[src/rtl/mru_pkg.sv]
package mru_pkg;

  typedef enum logic [1:0] {
    PH_HDR  = 2'd0,
    PH_PIX  = 2'd1,
    PH_PAD  = 2'd2,
    PH_DONE = 2'd3
  } mru_phase_e;

  function automatic int fill_bytes(input int bytes_per_row);
    return (4 - (bytes_per_row % 4)) % 4;
  endfunction

  function automatic int idx_width(input int limit);
    return (limit > 1) ? $clog2(limit) : 1;
  endfunction

endpackage

[src/rtl/mru_wrap_cnt.sv]
module mru_wrap_cnt #(
  parameter int LIMIT = 4,
  parameter int W     = mru_pkg::idx_width(LIMIT)
) (
  input  logic         clk,
  input  logic         rst_n,
  input  logic         clr,
  input  logic         inc,
  output logic [W-1:0] value
);

  localparam logic [W-1:0] TOP = W'(LIMIT - 1);

  always_ff @(posedge clk or negedge rst_n) begin
    if (!rst_n) begin
      value <= '0;
    end else if (clr) begin
      value <= '0;
    end else if (inc) begin
      value <= (value == TOP) ? '0 : value + 1'b1;
    end
  end

endmodule

[src/rtl/mru_pix_xform.sv]
module mru_pix_xform #(
  parameter int BYTE_W = 8
) (
  input  logic [BYTE_W-1:0] raw,
  input  logic              mirror,
  output logic [BYTE_W-1:0] pix
);

  logic [BYTE_W-1:0] lit;
  logic [BYTE_W-1:0] flipped;

  assign lit = ~raw;

  for (genvar i = 0; i < BYTE_W; i++) begin : g_flip
    assign flipped[i] = lit[BYTE_W-1-i];
  end

  assign pix = mirror ? flipped : lit;

endmodule

[src/rtl/mru_seq.sv]
module mru_seq
  import mru_pkg::*;
#(
  parameter int HDR_BYTES = 62,
  parameter int BPR       = 30,
  parameter int PAD       = 2,
  parameter int HEIGHT    = 128,
  parameter int COL_W     = idx_width(BPR),
  parameter int ROW_W     = idx_width(HEIGHT)
) (
  input  logic             clk,
  input  logic             rst_n,
  input  logic             restart,
  input  logic             in_valid,
  input  logic             out_ready,
  output logic             in_ready,
  output logic             fwd,
  output logic [COL_W-1:0] col,
  output logic [ROW_W-1:0] file_row,
  output logic             frame_done
);

  localparam int HW = idx_width(HDR_BYTES);
  localparam int PW = idx_width(PAD);

  mru_phase_e      phase, phase_nx;
  logic [HW-1:0]   hdr_cnt;
  logic            take;
  logic            hdr_last, col_last, pad_last, row_last;
  logic            row_end;

  always_comb begin
    if (restart) begin
      in_ready = 1'b0;
    end else begin
      unique case (phase)
        PH_HDR:  in_ready = 1'b1;
        PH_PIX:  in_ready = out_ready;
        PH_PAD:  in_ready = 1'b1;
        default: in_ready = 1'b0;
      endcase
    end
  end

  assign take = in_valid & in_ready;
  assign fwd  = (phase == PH_PIX) & ~restart;

  assign hdr_last = (hdr_cnt  == HW'(HDR_BYTES - 1));
  assign col_last = (col      == COL_W'(BPR - 1));
  assign row_last = (file_row == ROW_W'(HEIGHT - 1));

  mru_wrap_cnt #(.LIMIT(HDR_BYTES)) u_hdr (
    .clk   (clk),
    .rst_n (rst_n),
    .clr   (restart),
    .inc   (take && phase == PH_HDR),
    .value (hdr_cnt)
  );

  mru_wrap_cnt #(.LIMIT(BPR)) u_col (
    .clk   (clk),
    .rst_n (rst_n),
    .clr   (restart),
    .inc   (take && phase == PH_PIX),
    .value (col)
  );

  if (PAD > 0) begin : g_pad
    logic [PW-1:0] pad_cnt;

    mru_wrap_cnt #(.LIMIT(PAD)) u_pad (
      .clk   (clk),
      .rst_n (rst_n),
      .clr   (restart),
      .inc   (take && phase == PH_PAD),
      .value (pad_cnt)
    );

    assign pad_last = (pad_cnt == PW'(PAD - 1));
    assign row_end  = take && (phase == PH_PAD) && pad_last;
  end else begin : g_nopad
    assign pad_last = 1'b1;
    assign row_end  = take && (phase == PH_PIX) && col_last;
  end

  mru_wrap_cnt #(.LIMIT(HEIGHT)) u_row (
    .clk   (clk),
    .rst_n (rst_n),
    .clr   (restart),
    .inc   (row_end),
    .value (file_row)
  );

  always_comb begin
    phase_nx = phase;
    unique case (phase)
      PH_HDR: if (take && hdr_last) phase_nx = PH_PIX;
      PH_PIX: begin
        if (take && col_last) begin
          if (PAD > 0)       phase_nx = PH_PAD;
          else if (row_last) phase_nx = PH_DONE;
          else               phase_nx = PH_PIX;
        end
      end
      PH_PAD: begin
        if (take && pad_last) phase_nx = row_last ? PH_DONE : PH_PIX;
      end
      default: phase_nx = PH_DONE;
    endcase
  end

  always_ff @(posedge clk or negedge rst_n) begin
    if (!rst_n) begin
      phase      <= PH_HDR;
      frame_done <= 1'b0;
    end else if (restart) begin
      phase      <= PH_HDR;
      frame_done <= 1'b0;
    end else begin
      phase      <= phase_nx;
      frame_done <= row_end && row_last;
    end
  end

endmodule

[src/rtl/mono_raster_unpacker.sv]
module mono_raster_unpacker
  import mru_pkg::*;
#(
  parameter int WIDTH     = 240,
  parameter int HEIGHT    = 128,
  parameter int HDR_BYTES = 62,
  localparam int BPR      = (WIDTH + 7) / 8,
  localparam int PAD      = fill_bytes(BPR),
  localparam int COL_W    = idx_width(BPR),
  localparam int ROW_W    = idx_width(HEIGHT)
) (
  input  logic             clk,
  input  logic             rst_n,
  input  logic             restart,
  input  logic             rev_bits,
  input  logic             in_valid,
  input  logic [7:0]       in_data,
  output logic             in_ready,
  output logic             out_valid,
  input  logic             out_ready,
  output logic [7:0]       out_data,
  output logic [ROW_W-1:0] out_row,
  output logic [COL_W-1:0] out_col,
  output logic             frame_done
);

  logic             fwd;
  logic [ROW_W-1:0] file_row;

  mru_seq #(
    .HDR_BYTES (HDR_BYTES),
    .BPR       (BPR),
    .PAD       (PAD),
    .HEIGHT    (HEIGHT),
    .COL_W     (COL_W),
    .ROW_W     (ROW_W)
  ) u_seq (
    .clk        (clk),
    .rst_n      (rst_n),
    .restart    (restart),
    .in_valid   (in_valid),
    .out_ready  (out_ready),
    .in_ready   (in_ready),
    .fwd        (fwd),
    .col        (out_col),
    .file_row   (file_row),
    .frame_done (frame_done)
  );

  mru_pix_xform #(.BYTE_W(8)) u_xform (
    .raw    (in_data),
    .mirror (rev_bits),
    .pix    (out_data)
  );

  assign out_valid = fwd & in_valid;
  assign out_row   = ROW_W'(HEIGHT - 1) - file_row;

endmodule

[config.mk]
export PLATFORM = sky130hd
export DESIGN_NAME = mono_raster_unpacker
export DESIGN_NICKNAME = d
export VERILOG_FILES = /design/src/rtl/mru_pkg.sv /design/src/rtl/mru_wrap_cnt.sv /design/src/rtl/mru_pix_xform.sv /design/src/rtl/mru_seq.sv /design/src/rtl/mono_raster_unpacker.sv
export SDC_FILE = /design/constraint.sdc
export NUM_CORES = 1
export LEC_CHECK = 0
export BUFFER_PORTS_ARGS = -buffer_cell sky130_fd_sc_hd__buf_2
export CORE_MARGIN = 2
export CORE_UTILIZATION = 50
export CTS_BUF_LIST = sky130_fd_sc_hd__clkbuf_8
export DETAILED_ROUTE_END_ITERATION = 10
export MAX_ROUTING_LAYER = met4
export PLACE_DENSITY = 0.79
export SLEW_MARGIN = 15
export SYNTH_ARGS = -nofsm -noshare
export SYNTH_HDL_FRONTEND = slang
export SYNTH_HIERARCHICAL = 1
export SYNTH_SLANG_ARGS = --single-unit
[constraint.sdc]
create_clock -name clk -period 2.05 [get_ports clk]
set_input_delay 0.3075 -clock clk [delete_from_list [all_inputs] [get_ports clk]]
set_output_delay 0.3075 -clock clk [all_outputs]
set_load 0.005 [all_outputs]
== After elaboration in Yosys (flattened, before gate mapping) ==
Cells that the tools add are included.

* Register bits: 22
* Output and inout port bits: 23
* Logic and storage cells: 61

* Add/subtract/negate cells: 5
* Equal/unequal tests: 8
* Multiplexer cells: 22
* Bitwise operators: 5
* Reductions and logical operators: 15

{| class="wikitable"
|+ Operator list
! cell !! number
|-
| 7-bit two-way mux || 3
|-
| 6-bit two-way mux || 3
|-
| 5-bit two-way mux || 3
|-
| 2-bit two-way mux || 5
|-
| 3-bit inequality test, second input constant || 3
|-
| 1-bit logical AND || 8
|-
| 8-bit two-way mux || 1
|-
| 8-bit NOT || 1
|-
| 2-bit nonzero test || 4
|-
| 7-bit by 1-bit adder with 7-bit output, second input constant || 1
|-
| 7-bit equality test, second input constant || 1
|-
| 7-bit subtractor, first input constant || 1
|-
| 6-bit by 1-bit adder with 6-bit output, second input constant || 1
|-
| 6-bit equality test, second input constant || 1
|-
| 2-bit one-hot mux with 3 select lines || 1
|-
| 5-bit by 1-bit adder with 5-bit output, second input constant || 1
|-
| 5-bit equality test, second input constant || 1
|-
| 1-bit two-way mux || 5
|-
| 1-bit bitwise AND || 3
|-
| 3-bit AND reduction || 1
|-
| 2-bit by 1-bit equality test with 1-bit output, second input constant || 1
|-
| 2-bit equality test, second input constant || 1
|-
| 2-bit logical NOT || 1
|-
| 1-bit one-hot mux with 2 select lines || 1
|-
| 3 further kinds || 3
|}

== Depth between registers and ports, before layout ==
Gate-level depths: netlist (run 1).

* Word-level depth: 9
* Mapped depth: 7

== By module ==
The synthesis (run 1) kept the hierarchy.

{| class="wikitable"
|+ Modules (own cells, without submodules)
! module !! times used !! cells each !! area each (µm²)
|-
| mru_wrap_cnt at u_seq.u_row || 1 || 37 || 364.1
|-
| mru_seq || 1 || 36 || 344.1
|-
| mru_wrap_cnt at u_seq.u_hdr || 1 || 38 || 339.1
|-
| mru_wrap_cnt at u_seq.u_col || 1 || 29 || 277.8
|-
| mru_pix_xform || 1 || 9 || 91.3
|-
| mru_wrap_cnt at u_seq.g_pad.u_pad || 1 || 3 || 37.5
|-
| mono_raster_unpacker || 1 || 8 || 32.5
|}

== Worst setup path after synthesis (run 1) ==
OpenSTA, ideal clock, no wires.

* Kind: register to register
* Start point: register u_seq.phase[1]
* End point: register u_seq.u_hdr.value[4]
* Setup time: 0.082 ns
* Data arrival time: 1.885 ns
* Required time: 1.968 ns
* Slack: 0.083 ns
* Stages on the path, launching flop included: 6
* Path buffers: 1
* Period minus slack after synthesis: 1.967 ns
* Path through: dfrtp_1 -> buf_4 -> nor4b_1 -> nand2_2 -> or3_1 -> a31oi_1

* Longest elaborated chain between the ends: 7
* Elaborated cells between the ends (all ways): 9
* Classes of those cells: eq/ne: 2; mux: 2; bitwise: 1; reduce/logical: 4

{| class="wikitable"
|+ RTL lines
! what !! line !! RTL
|-
| start, declared || mru_seq.sv:26 || <nowiki>mru_phase_e phase, phase_nx;</nowiki>
|-
| start signal, assigned || mru_seq.sv:120 || <nowiki>phase <= phase_nx;</nowiki>
|-
| 2-bit equality test or 2-bit logical NOT (tied branches) || mru_seq.sv:36, mru_seq.sv:56 ||
|-
| 2-bit OR reduction (no source line) || n/a ||
|-
| 1-bit one-hot mux with 2 select lines || mru_seq.sv:36 || <nowiki>unique case (phase)</nowiki>
|-
| 1-bit two-way mux || mru_seq.sv:33 || <nowiki>if (restart) begin</nowiki>
|-
| 1-bit bitwise AND || mru_seq.sv:45 || <nowiki>assign take = in_valid & in_ready;</nowiki>
|-
| 1-bit logical AND (*) || mru_seq.sv:56 || <nowiki>.inc (take && phase == PH_HDR),</nowiki>
|-
| 2-bit nonzero test (no source line) (*) || n/a ||
|-
| end signal, assigned || mru_wrap_cnt.sv:20 || <nowiki>value <= (value == TOP) ? '0 : value + 1'b1;</nowiki>
|-
| end, declared || mru_wrap_cnt.sv:9 || <nowiki>output logic [W-1:0] value</nowiki>
|}

Every way passes the cells marked *; elsewhere a longest branch is shown, timed or not.
A chain may end at the register's enable or synchronous reset.

== Final worst setup path (run 1) ==
* Start point: register u_seq.phase[0]
* End point: register u_seq.u_row.value[5]

* Longest elaborated chain between the ends: 8
* Elaborated cells between the ends (all ways): 10
* Classes of those cells: eq/ne: 2; mux: 2; bitwise: 1; reduce/logical: 5

{| class="wikitable"
|+ RTL lines
! what !! line !! RTL
|-
| 2-bit equality test or 2-bit logical NOT (tied branches) || mru_seq.sv:36, mru_seq.sv:80 ||
|-
| 2-bit OR reduction (no source line) || n/a ||
|-
| 1-bit one-hot mux with 2 select lines || mru_seq.sv:36 ||
|-
| 1-bit two-way mux || mru_seq.sv:33 ||
|-
| 1-bit bitwise AND || mru_seq.sv:45 ||
|-
| 1-bit logical AND (*) (2 in series) || mru_seq.sv:80 || <nowiki>assign row_end = take && (phase == PH_PAD) && pad_last;</nowiki>
|-
| via u_seq.row_end || mru_seq.sv:30 || <nowiki>logic row_end;</nowiki>
|-
| 2-bit nonzero test (no source line) (*) || n/a ||
|-
| end signal, assigned || mru_wrap_cnt.sv:20 ||
|-
| end, declared || mru_wrap_cnt.sv:9 ||
|}

Mark *: on every way through the listed nets, which the timed path passes. The rest lies on a longest branch.

==> results.py, run 1 <==
metrics = {
    "outcome": {
        "outcome": "completed",
    },
    "power_and_ir_drop": {
        "combPwrFrac_pct": 14.0,
        "power_density_mw_per_mm2": 511,
        "power.switching_uw": 223,
        "switching_share_pct": 24.8,
        "finalPower_uw": 897,
        "seqPwrFrac_pct": 51.8,
        "p_int_uw": 674,
        "static-leakage-power_uw": 0.000749,
        "vdd_drop_max_uv": 450,
        "clockPowerShare_pct": 34.2,
    },
    "routing": {
        "num_vias": 1350,
        "dr.pass1.iters": 4,
        "drc": 0,
        "antenna_left": 0,
        "wl_per_cell_um": 14.2,
        "totalWireLength_um": 3290,
        "drt-vias-per-instance": 5.84,
        "drtIter0Drc": 42,
    },
    "synth": {
        "synth_edf_count": 0,
        "ys.flop_type": "dfrtp_1",
        "yosys.area.top_type": "dfrtp_1",
        "yosys_warnings": 6,
        "syn_nets": 179,
        "synth.avg_cell_area_um2": 9.29,
        "synth_cell_types": 42,
        "seq_area_frac_synth_pct": 37.0,
        "async_flop_share_pct": 100,
        "ys_ff_latch": 22,
        "synth_area_leaders": "dfrtp_1, mux2i_1, ha_1",
        "yosysTopAreaCellShare_pct": 37.0,
        "synth_cells": 160,
        "syn_area_mm2": 0.00149,
    },
    "cells_and_area": {
        "regArea_um2": 551,
        "multi_input_area_um2": 856,
        "area_delta_synth_final_pct": 18.1,
        "design_area_mm2": 0.00176,
        "layout.cells.most_common_list": "buf_2, dfrtp_1, nand2_1, inv_1",
        "fillers": 237,
        "final_common_cell": "buf_2",
        "final_nets": 220,
        "n_antenna_cell": 0,
        "drive_gt1_share_pct": 26.5,
    },
    "worst_hold_path": {
        "hold_path.class": "in -> async",
    },
    "cts": {
        "cts_buffer_depth": 2,
        "cts-root-buf": "clkbuf_8",
        "clkLatencyLatePin_ns": 0.26,
        "path_clk_slew_ns": 0.08,
        "hold_buffers": 0,
        "ctsResizeCount": 0,
        "cts_setup_buffers": 0,
        "cts_htree_levels": 1,
        "numClockSinks": 22,
        "cts-buffers-inserted": 3,
        "cts_tree": "yes",
    },
    "global_route": {
        "grt_max_degree": 23,
        "antenna_found_initial": 0,
        "grt_pass1_wl_um": 5350,
        "track_usage_pct": 20.4,
        "grt.overflow.total": 0,
        "grt_pass1_vias": 1276,
    },
    "critical_path": {
        "max_stage_delay_ns": 0.47,
        "startpoint": "u_seq/phase[0]",
        "crit_type": "reg -> reg",
        "end_kind": "flop",
        "start_kind": "flop",
        "cp.buffers_inverters": 0,
        "crit_path_max_fanout": 10,
        "critPathArrivalTime_ns": 1.99,
        "crit_family": "simple AND/OR/NAND/NOR gates",
        "cp_cell_sequence": "and4bb_1 > and2_1 > nand4_1 > or3_1 > a31oi_1",
        "critPathSlowestCell": "dfrtp_1",
        "rr_startpoint": "u_seq/phase[0]",
        "cp_data_required_time_ns": 2.23,
    },
    "die": {
        "rows": 19,
        "die_h_um": 58.5,
        "boundaryPins": 37,
        "fp.dieW_um": 58.5,
        "dieArea_mm2": 0.00343,
        "core_mm2": 0.00278,
        "start_util_pct": 53.4,
    },
    "placement": {
        "gp_congestion": 0.843,
        "hpwl_um": 2470,
        "io_buffer_count": 36,
        "dp_slack_ns": 0.279,
        "placed_cell_area_mm2": 0.00170,
    },
    "timing": {
        "tightest_slew_ns": 0.489,
        "setup_slack_ns": 0.238,
        "finalHoldViolCount": 0,
        "rsz0062_at_grt": "no",
        "fmax_mhz": 552,
        "whs_ns": 0.00204,
        "fin_skew_ns": 0.00565,
        "final.setup.tns_ns": 0,
        "slew_headroom_pct": 67.4,
        "fin_crit_ns": 1.81,
        "final_max_slew_viol_count": 0,
        "fin_crit_sh_pct": 88.4,
        "setup_viol": 0,
    },
    "flow_run": {
        "drv_cap": 0,
    },
}
==> kinds of logic (layout without fill, tap and decap cells) <==
family,Yosys count,count (layout),share of synthesized area (%)
buffers and inverters,16,56,5.39
flip-flops,22,22,37.0
AO/OA/AOI/OAI,36,36,17.7
AND/OR/NAND/NOR,68,68,27.2
adder cells (fa/ha/maj),5,5,4.21
XOR/XNOR,4,4,2.36
multiplexers,9,9,6.14
==> area by class of cell <==
class                      count  area share, %
multi-input combinational    122           48.8
sequential                    22           31.4
timing repair buffer          40           12.0
clock buffer                   4           3.14
inverter                      12           2.57
tap                           31           2.21
==> final timing paths <==
kind / to / slack [ns] / cells after the start
worst max register to register: u_seq/u_row/value[5] / 0.24 / 5
worst min-delay path: u_seq/phase[1] / 0.002 / 1
min in group clk: u_seq/phase[1] / 0.29 / 2
worst max-delay path: u_seq/u_row/value[5] / 0.24 / 5
max in group asynchronous: u_seq/u_row/value[5] / 1.71 / 1
worst min register to register: u_seq/g_pad.u_pad/value / 0.59 / 2
==> power groups by stage <==
stage	clock network, µW	logic, µW	registers [µW]
floorplan	0	71.0	465
global placement	0	121	471
finish	307	126	464
global route	334	139	467
CTS	318	127	464
detailed placement	0	126	473
==> metrics by stage <==
stage	utilization, %	std cells
finish	63.1	231
CTS	63.1	231
global placement	61.1	227
detailed placement	61.1	227
global route	63.1	231
floorplan	-	160
==> synthesized netlist by cell type (all sizes together), types with 2 or more instances <==
cell type,instances
a21o,2
a21oi,8
a31oi,6
and2,3
buf,3
dfrtp,22
ha,5
inv,12
mux2i,8
nand2,15
nand2b,7
nand3,7
nand3b,4
nand4,9
nor2,8
nor2b,3
nor4b,2
o211ai,4
o21ai,9
or2b,2
or3,5
xor2,3
==> registers in the layout (all words and copies together), names as in the netlist <==
signal                   cells
u_seq/u_col/value            5
u_seq/g_pad.u_pad/value      1
u_seq/phase                  2
u_seq/u_row/value            7
u_seq/frame_done             1
u_seq/u_hdr/value            6
==> worst register-to-register path: stages, from the launching register on <==
cell	delay [ns]
dfrtp_1	0.47
and4bb_1	0.32
and2_1	0.31
nand4_1	0.14
or3_1	0.31
a31oi_1	0.18
==> per-layer routing <==
layer	vias to the layer above	share of wire, %	global-route usage, %
met1	641	44	25.5
met3	2	4.6	2.64
met4	0	0.40	6.98
met5	-	0	-
li1	663	-	-
met2	44	51	34.0
No activity file was read; power rests on OpenSTA's default activity.
==> run 2: changes to the inputs <==
Settings changed: REMOVE_ABC_BUFFERS set to 1.
==> results.py, run 2 (synthesized netlist as in run 1, its figures left out) <==
metrics = {
    "outcome": {
        "outcome": "finished, violations left",
        "failed_checks": "hold timing",
    },
    "timing": {
        "rsz0062_at_grt": "no",
        "slew_headroom_pct": 67.5,
        "fin_crit_ns": 1.87,
        "fin_skew_ns": 0.00655,
        "final.setup.tns_ns": 0,
        "fin_crit_sh_pct": 91.1,
        "setup_viol": 0,
        "final_max_slew_viol_count": 0,
        "whs_ns": -0.00751,
        "tightest_slew_ns": 0.487,
        "finalHoldViolCount": 13,
        "fmax_mhz": 535,
    },
    "routing": {
        "antenna_left": 0,
        "drtIter0Drc": 50,
        "wl_per_cell_um": 14.6,
        "num_vias": 1366,
        "drt-vias-per-instance": 5.94,
        "totalWireLength_um": 3360,
        "dr.pass1.iters": 4,
        "drc": 0,
    },
    "cts": {
        "cts_tree": "yes",
        "hold_buffers": 0,
        "ctsResizeCount": 0,
        "cts_setup_buffers": 0,
        "cts-buffers-inserted": 3,
        "cts_buffer_depth": 2,
        "clkLatencyLatePin_ns": 0.26,
        "cts-root-buf": "clkbuf_8",
        "path_clk_slew_ns": 0.08,
        "cts_htree_levels": 1,
        "numClockSinks": 22,
    },
    "die": {
        "dieArea_mm2": 0.00343,
        "core_mm2": 0.00278,
        "die_h_um": 58.5,
        "fp.dieW_um": 58.5,
        "rows": 19,
        "start_util_pct": 53.4,
        "boundaryPins": 37,
    },
    "global_route": {
        "track_usage_pct": 21.9,
        "antenna_found_initial": 0,
        "grt.overflow.total": 0,
        "grt_pass1_wl_um": 5580,
        "grt_max_degree": 23,
        "grt_pass1_vias": 1227,
    },
    "cells_and_area": {
        "layout.cells.most_common_list": "buf_2, dfrtp_1, nand2_1, inv_1",
        "area_delta_synth_final_pct": 18.7,
        "top_register": "u_seq/u_row/value",
        "final_common_cell": "buf_2",
        "utilization_pct": 63.4,
        "final_nets": 219,
        "largest_register_ffs": 7,
        "n_antenna_cell": 0,
        "drive_gt1_share_pct": 26.1,
        "reg_top3": "u_seq/u_row/value (7), u_seq/u_hdr/value (6), u_seq/u_col/value (5)",
    },
    "placement": {
        "hpwl_um": 2530,
        "io_buffer_count": 36,
        "gp_congestion": 0.843,
    },
    "critical_path": {
        "cp_data_required_time_ns": 2.23,
        "cp_cell_sequence": "and4bb_1 > and2_1 > nand4_1 > or3_1 > a31oi_1",
        "start_kind": "flop",
        "crit_type": "reg -> reg",
        "max_stage_delay_ns": 0.50,
        "rr_startpoint": "u_seq/phase[0]",
        "critPathArrivalTime_ns": 2.05,
        "ff2ff_path_depth": 5,
        "reg2reg_to": "u_seq/u_row/value[5]",
        "end_kind": "flop",
        "cp.buffers_inverters": 0,
        "crit_family": "simple AND/OR/NAND/NOR gates",
        "crit_path_max_fanout": 11,
        "critPathSlowestCell": "dfrtp_1",
        "reg2reg_slack_ns": 0.18,
    },
    "power_and_ir_drop": {
        "power_density_mw_per_mm2": 561,
        "vdd_drop_max_uv": 564,
        "finalPower_uw": 990,
        "static-leakage-power_uw": 0.000750,
    },
    "worst_hold_path": {
        "hold_path.class": "in -> async",
    },
    "flow_run": {
        "drv_cap": 0,
    },
}
-- run 2: cell types whose count changed in the layout (fill, tap and decap cells not counted) --
cell       change
bufinv_16      +1
buf_4          -1
clkbuf_8       -1
-- run 2: metal layers --
metal	vias up	share of wire, %	global-route usage [%]
met5	-	0	-
met4	0	0.62	7.31
met3	2	4.7	4.40
met2	44	50	34.2
met1	661	45	28.3
li1	659	-	-
-- run 2: how the worst max path moves through the flow --
| stage | cells after the start | start | endpoint |
|---|---|---|---|
| after floorplan | 4 | u_seq/phase[0] | u_seq/u_hdr/value[4] |
| after CTS | 5 | u_seq/phase[0] | u_seq/u_row/value[5] |
| after global placement | 5 | u_seq/phase[0] | u_seq/u_row/value[5] |
| after global routing | 5 | u_seq/phase[0] | u_seq/u_row/value[5] |
| final | 5 | u_seq/phase[0] | u_seq/u_row/value[5] |
| after detailed placement | 5 | u_seq/phase[0] | u_seq/u_row/value[5] |
-- run 2: worst reg2reg max path: cells and delay by family (launching register included) --
kind	cells	cell delay (ns)
DFF	1	0.50
and+or+nand+nor	4	1.13
AOI/OAI and AO/OA	1	0.16
-- run 2: layout make-up --
class | count | area, µm²
Clock inverter | 1 | 30.0
Inverter | 12 | 45.0
Tap cell | 31 | 38.8
Sequential cell | 22 | 551
Multi-Input combinational cell | 122 | 856
Clock buffer | 3 | 41.3
Timing Repair Buffer | 39 | 203
Fill cell | 210 | 1020
-- run 2: metrics by stage --
step	instances	cell area (µm²)	hold WS, ns	worst slack (ns)
2_1_floorplan	156	1450	0.0119	0.103
6_report	230	1760	-0.00751	0.182
3_3_place_gp	226	1690	0.292	0.312
5_1_grt	230	1760	0.0266	0.0535
3_5_place_dp	226	1690	0.299	0.216
4_1_cts	230	1760	0.00992	0.197
-- run 2: power by group --
part	internal [µW]	switching, µW	total [µW]	leakage [µW]
Sequential	444	21.5	466	0.000305
Combinational	57.3	64.5	122	0.000410
Clock	261	142	402	0.0000357
